`config.mk`:
```
export PLATFORM = sky130hd
export DESIGN_NAME = scl_rate_gen
export DESIGN_NICKNAME = d
export VERILOG_FILES = /design/src/rtl/scl_rate_gen.sv
export SDC_FILE = /design/constraint.sdc
export NUM_CORES = 1
export LEC_CHECK = 0
export CAP_MARGIN = 20
export CORE_ASPECT_RATIO = 1.25
export CORE_MARGIN = 2
export CORE_UTILIZATION = 50
export CTS_CLUSTER_DIAMETER = 80
export DETAILED_ROUTE_END_ITERATION = 12
export HOLD_SLACK_MARGIN = 0.05
export PLACE_DENSITY = 0.72
export SYNTH_ARGS = -nofsm -noshare
export SYNTH_HDL_FRONTEND = slang
export SYNTH_SLANG_ARGS = --single-unit
```
`constraint.sdc`:
```
create_clock -name clk -period 13 [get_ports clk]
set_input_delay 2.6 -clock clk [delete_from_list [all_inputs] [get_ports clk]]
set_output_delay 2.6 -clock clk [all_outputs]
set_load 0.02 [all_outputs]
```
`src/rtl/scl_rate_gen.sv`:
```
module scl_rate_gen #(
  parameter int SEL_W = 3,
  parameter int CNT_W = 5
) (
  input  logic             clk,
  input  logic             rst_n,
  input  logic             xfer_en,
  input  logic             sel_wr,
  input  logic             sel_unlock,
  input  logic [SEL_W-1:0] sel_wdata,
  input  logic [CNT_W-1:0] low_count,
  input  logic [CNT_W-1:0] high_count,
  input  logic             scl_in,
  output logic             scl_out,
  output logic             scl_fall,
  output logic             scl_rise,
  output logic             scl_mid
);
  localparam int PW = (1 << SEL_W) - 1;
  localparam int LW = CNT_W + 1;

  typedef enum logic [1:0] {S_IDLE, S_LOW, S_HIGH} st_t;
  st_t st;

  logic [SEL_W-1:0] sel_q;
  logic [PW-1:0]    pre;
  logic [LW-1:0]    tcnt;
  logic             synced;
  logic             s1, s2, filt;

  logic [CNT_W-1:0] cnt_raw, cnt_eff;
  logic [LW-1:0]    len, half;
  logic [PW:0]      one_sh;
  logic [PW-1:0]    mask;
  logic             tick;

  assign cnt_raw = (st == S_HIGH) ? high_count : low_count;
  assign cnt_eff = (cnt_raw == '0) ? CNT_W'(1) : cnt_raw;
  assign len     = LW'(cnt_eff) + ((sel_q == '0) ? LW'(4) : LW'(3));
  assign half    = len >> 1;
  assign one_sh  = (PW+1)'(1) << sel_q;
  assign mask    = PW'(one_sh - 1'b1);
  assign tick    = (pre == mask);

  always_ff @(posedge clk or negedge rst_n) begin
    if (!rst_n) begin
      s1   <= 1'b1;
      s2   <= 1'b1;
      filt <= 1'b1;
    end else begin
      s1 <= scl_in;
      s2 <= s1;
      if (s1 == s2) filt <= s2;
    end
  end

  always_ff @(posedge clk or negedge rst_n) begin
    if (!rst_n) begin
      sel_q    <= '0;
      st       <= S_IDLE;
      scl_out  <= 1'b1;
      scl_fall <= 1'b0;
      scl_rise <= 1'b0;
      scl_mid  <= 1'b0;
      synced   <= 1'b0;
      pre      <= '0;
      tcnt     <= '0;
    end else begin
      if (sel_wr && sel_unlock) sel_q <= sel_wdata;
      scl_fall <= 1'b0;
      scl_rise <= 1'b0;
      scl_mid  <= 1'b0;
      if (!xfer_en) begin
        st      <= S_IDLE;
        scl_out <= 1'b1;
        synced  <= 1'b0;
      end else if (st == S_IDLE) begin
        st       <= S_LOW;
        scl_out  <= 1'b0;
        scl_fall <= 1'b1;
        synced   <= 1'b0;
      end else if (!synced) begin
        if (filt == scl_out) begin
          synced <= 1'b1;
          pre    <= '0;
          tcnt   <= '0;
        end
      end else if (tick) begin
        pre <= '0;
        if (tcnt == len - 1'b1) begin
          synced <= 1'b0;
          if (st == S_LOW) begin
            st       <= S_HIGH;
            scl_out  <= 1'b1;
            scl_rise <= 1'b1;
          end else begin
            st       <= S_LOW;
            scl_out  <= 1'b0;
            scl_fall <= 1'b1;
          end
        end else begin
          tcnt <= tcnt + 1'b1;
          if (st == S_HIGH && tcnt == half - 1'b1) scl_mid <= 1'b1;
        end
      end else begin
        pre <= pre + 1'b1;
      end
    end
  end

  a_r2_sel_locked: assert property (@(posedge clk) disable iff (!rst_n)
    !(sel_wr && sel_unlock) |=> $stable(sel_q));
  a_r9_idle_released: assert property (@(posedge clk) disable iff (!rst_n)
    !xfer_en |=> scl_out && !scl_fall && !scl_rise && !scl_mid);
  a_r10_fall_edge: assert property (@(posedge clk) disable iff (!rst_n)
    scl_fall |-> !scl_out && $past(scl_out));
  a_r10_rise_edge: assert property (@(posedge clk) disable iff (!rst_n)
    scl_rise |-> scl_out && !$past(scl_out));
  a_r10_one_strobe: assert property (@(posedge clk) disable iff (!rst_n)
    $onehot0({scl_fall, scl_rise, scl_mid}));
  a_r11_mid_in_high: assert property (@(posedge clk) disable iff (!rst_n)
    scl_mid |-> scl_out && $stable(scl_out));
endmodule

```
==> impl_metrics.xml <==
<?xml version="1.0" encoding="UTF-8"?>
<metrics>
  <group name="logic_synthesis">
    <metric name="postSynthNetCount" unit="">277</metric>
    <metric name="syn-instance-count" unit="">248</metric>
    <metric name="share_of_flip_flops_with_an_asynchronous_set_or_reset_after_synthesis" unit="%">100</metric>
    <metric name="synth_sequential_area_ratio" unit="%">29.3</metric>
    <metric name="synth_enable_flop_cells" unit="">0</metric>
    <metric name="synthFlopType" unit="">sky130_fd_sc_hd__dfrtp_1</metric>
    <metric name="synthesis.yosys.warnings" unit="">0</metric>
    <metric name="ys_types" unit="">63</metric>
    <metric name="synthesis.area_per_instance" unit="um2">9.03</metric>
    <metric name="synth.cell_area" unit="um2">2240</metric>
    <metric name="yosys_register_bits" unit="">26</metric>
  </group>
  <group name="timing">
    <metric name="maxSlewHeadroom" unit="%">49.2</metric>
    <metric name="finalHoldWorstSlack" unit="ns">0.370</metric>
    <metric name="finalSetupViolCount" unit="">0</metric>
    <metric name="final-max-slew-violation-count" unit="">0</metric>
    <metric name="timing_hold_violations_final" unit="">0</metric>
    <metric name="max_clock_freq" unit="GHz">0.149</metric>
    <metric name="max_slew.worst_pin.slew" unit="ns">0.756</metric>
    <metric name="rsz0062_at_grt" unit="">false</metric>
    <metric name="fin_skew" unit="ns">0.00388</metric>
    <metric name="tns" unit="ns">0</metric>
    <metric name="final_period_minus_worst_setup_slack" unit="ns">6.71</metric>
    <metric name="period_share" unit="%">51.6</metric>
  </group>
  <group name="setup_path">
    <metric name="regToRegStartpoint" unit="">st[1]$_DFFE_PN0P_</metric>
    <metric name="timing.rr.end" unit="">scl_rise$_DFF_PN0_</metric>
    <metric name="required" unit="ns">13.16</metric>
    <metric name="critPathArrivalTime" unit="ns">6.86</metric>
    <metric name="ff2ff_setup_slack" unit="ns">8.24</metric>
    <metric name="r2r.worst_path.cells" unit="">15</metric>
    <metric name="endpoint_kind" unit="">flip-flop</metric>
    <metric name="path_max_fanout" unit="">7</metric>
    <metric name="critical_path_class" unit="">input port to flip-flop</metric>
    <metric name="worstSetupStartpointType" unit="">input port</metric>
  </group>
  <group name="floorplan">
    <metric name="die_w" unit="um">63.9</metric>
    <metric name="design.portCount" unit="">23</metric>
    <metric name="die-area" unit="um2">5030</metric>
    <metric name="core" unit="um2">4360</metric>
    <metric name="number_of_core_rows" unit="">27</metric>
    <metric name="die_h" unit="um">78.8</metric>
    <metric name="initial_core_util" unit="%">51.4</metric>
  </group>
  <group name="global_route">
    <metric name="tot_gr_track_use" unit="%">19.7</metric>
    <metric name="first_global_vias" unit="">1771</metric>
    <metric name="grt_max_degree" unit="">27</metric>
    <metric name="global_route_wire_length_before_repair" unit="um">7970</metric>
    <metric name="global_route.overflow_total" unit="">0</metric>
    <metric name="number_of_antenna_violations_at_the_first_check_in_global_routing" unit="">0</metric>
  </group>
  <group name="final_layout">
    <metric name="fillerInstances" unit="">389</metric>
    <metric name="fin_area" unit="um2">2520</metric>
    <metric name="commonest_non_fill_non_tap_cell_in_the_layout" unit="">sky130_fd_sc_hd__xnor2_1</metric>
    <metric name="layoutNonFillerInstCount" unit="">319</metric>
    <metric name="most-common-layout-cells" unit="">24 x sky130_fd_sc_hd__xnor2_1, 23 x sky130_fd_sc_hd__nor2_1, 22 x sky130_fd_sc_hd__clkdlybuf4s50_1, 22 x sky130_fd_sc_hd__dfrtp_1, 16 x sky130_fd_sc_hd__nand2_1</metric>
    <metric name="fin_nets" unit="">291</metric>
    <metric name="antennaDiodeCount" unit="">0</metric>
    <metric name="layout-drive-gt1-share" unit="%">11.5</metric>
    <metric name="syn2layout_area_growth" unit="%">12.4</metric>
  </group>
  <group name="drt">
    <metric name="route.detailed.wl_per_inst" unit="um">14.8</metric>
    <metric name="drt_pre_antenna_iters" unit="">5</metric>
    <metric name="detail_route.wirelength" unit="um">4720</metric>
    <metric name="ant_nets" unit="">0</metric>
    <metric name="num_vias" unit="">1873</metric>
    <metric name="drc_errors" unit="">0</metric>
    <metric name="drt_iter0_drcs" unit="">97</metric>
    <metric name="avgViaCountPerCell" unit="">5.87</metric>
  </group>
  <group name="cts">
    <metric name="cts_num_sinks" unit="">26</metric>
    <metric name="cts_post_setup_buffers_inserted" unit="">0</metric>
    <metric name="post_cts_resized" unit="">0</metric>
    <metric name="root_buffer" unit="">sky130_fd_sc_hd__clkbuf_8</metric>
    <metric name="htreeDepth" unit="">1</metric>
    <metric name="hold_buffers" unit="">0</metric>
    <metric name="numCtsBuffers" unit="">3</metric>
    <metric name="cts_tree" unit="">yes</metric>
    <metric name="clkSlewWorstSetupHoldPaths" unit="ns">0.09</metric>
    <metric name="cts_max_path_buffers" unit="">2</metric>
    <metric name="clk-insertion-delay-late" unit="ns">0.27</metric>
  </group>
  <group name="place">
    <metric name="hpwl" unit="um">3640</metric>
    <metric name="gp_routability_congestion" unit="">0.914</metric>
    <metric name="placed_area" unit="um2">2470</metric>
    <metric name="io_buffer_count" unit="">22</metric>
    <metric name="dpl.cell_count" unit="">315</metric>
  </group>
  <group name="power_and_ir_drop">
    <metric name="total_leakage_power" unit="nW">1.04</metric>
    <metric name="power_per_cell_area" unit="nW/um2">104</metric>
    <metric name="net-switching-power" unit="uW">98.2</metric>
    <metric name="seqPwrFrac" unit="%">37.1</metric>
    <metric name="comb_power_share" unit="%">45.2</metric>
    <metric name="cellInternalPower" unit="uW">164</metric>
    <metric name="sw_frac_of_total" unit="%">37.5</metric>
    <metric name="clock_power_share" unit="%">17.7</metric>
    <metric name="vdd_ir_drop_max" unit="V">0.0000416</metric>
  </group>
  <group name="min_path">
    <metric name="worst_hold_startpoint" unit="">s1$_DFF_PN1_</metric>
    <metric name="min_path_type" unit="">flip-flop to flip-flop</metric>
    <metric name="whs_path_depth" unit="">0</metric>
    <metric name="whs_endpoint" unit="">s2$_DFF_PN1_</metric>
  </group>
  <group name="flow_run">
    <metric name="maxcap_viol_count" unit="">0</metric>
  </group>
  <group name="run_status">
    <metric name="status" unit="">complete, no violations</metric>
  </group>
</metrics>
synthesized netlist by cell type (all sizes together), types with 3 or more instances:
cell type	number	area share [%]
xnor2	24	9.4
nor2	23	3.9
dfrtp	22	25
nand2	16	2.7
clkbuf	11	1.8
inv	10	1.7
a21oi	9	2.0
ha	9	5.0
nand3	9	2.0
mux2i	7	3.7
o21ai	7	1.6
mux2	6	3.0
a21o	5	1.7
and3	5	1.5
nor3	5	1.1
a211oi	4	1.6
dfstp	4	4.7
nand2b	4	1.2
nand4	4	1.1
nor4b	4	1.6
o31ai	4	1.3
xor2	4	1.6
buf	3	1.2
nor4	3	0.84
o2111ai	3	1.2
o211a	3	1.3
or3	3	0.84
kinds of logic (layout without fill, tap and decap cells):
kind of cell	Yosys count	in the layout	synth area share, %
XOR/XNOR	29	29	12.0
buffers and inverters	24	37	4.69
adder cells (fa/ha/maj)	11	11	6.37
AND/OR/NAND/NOR	87	87	20.6
multiplexers	13	13	6.70
flip-flops	26	26	29.3
AO/OA/AOI/OAI	58	58	20.4
critical path, stage by stage:
cell and delay, ns:
sky130_fd_sc_hd__clkdlybuf4s50_1 0.55, sky130_fd_sc_hd__nor2_1 0.07, sky130_fd_sc_hd__mux2i_1 0.19, sky130_fd_sc_hd__o31ai_1 0.11
sky130_fd_sc_hd__ha_1 0.23, sky130_fd_sc_hd__fa_1 0.45, sky130_fd_sc_hd__xor2_1 0.39, sky130_fd_sc_hd__inv_1 0.15
sky130_fd_sc_hd__ha_1 0.22, sky130_fd_sc_hd__a21boi_2 0.30, sky130_fd_sc_hd__xnor2_1 0.17, sky130_fd_sc_hd__xnor3_1 0.22
sky130_fd_sc_hd__or4_1 0.43, sky130_fd_sc_hd__o21bai_4 0.22, sky130_fd_sc_hd__nor2_1 0.27, sky130_fd_sc_hd__nor4b_1 0.30
layer usage:
metal	part of all wire, %	wire length (um)	GRT usage [%]
met4	1.3	63	7.17
met1	44	2060	24.5
met2	51	2400	35.0
met3	3.9	186	2.12
met5	0	0	0
stage by stage:
step,util (%),total power [mW],worst slack (ns)
5_1_grt,57.8,0.282,6.03
6_report,57.8,0.262,6.29
3_3_place_gp,56.7,0.215,6.10
4_1_cts,57.8,0.264,6.31
3_5_place_dp,56.7,0.216,6.03
2_1_floorplan,-,0.190,6.95
final cells by class:
| class | count | area, um2 | share of cell area, % |
|---|---|---|---|
| Sequential cell | 26 | 656 | 26.0 |
| Multi-Input combinational cell | 198 | 1480 | 58.7 |
| Clock buffer | 4 | 45.0 | 1.79 |
| Inverter | 10 | 37.5 | 1.49 |
| Tap cell | 58 | 72.6 | 2.88 |
| Timing Repair Buffer | 23 | 228 | 9.05 |
state kept, by name, indices dropped and copies added (netlist names):
name,flops
tcnt,6
scl_fall,1
pre,7
st,2
s1,1
s2,1
sel_q,3
scl_rise,1
filt,1
scl_out,1
scl_mid,1
synced,1
power groups by stage:
stage	Combinational (mW)	Sequential [mW]	Clock (mW)
finish	0.118	0.0974	0.0464
detailed placement	0.117	0.0987	0
floorplan	0.0967	0.0938	0
CTS	0.118	0.0971	0.0489
global placement	0.116	0.0987	0
global route	0.131	0.0989	0.0520
worst max-delay path by stage:
stage	slack [ns]	endpoint	cells after the start	from
CTS	6.31	scl_rise$_DFF_PN0_	16	low_count[3]
finish	6.29	scl_rise$_DFF_PN0_	16	high_count[3]
floorplan	6.95	tcnt[2]$_DFFE_PN0P_	14	low_count[1]
detailed placement	6.03	scl_rise$_DFF_PN0_	16	low_count[3]
global route	6.03	scl_rise$_DFF_PN0_	16	low_count[3]
global placement	6.10	scl_rise$_DFF_PN0_	16	high_count[3]
(Power assumes the default switching activity.)
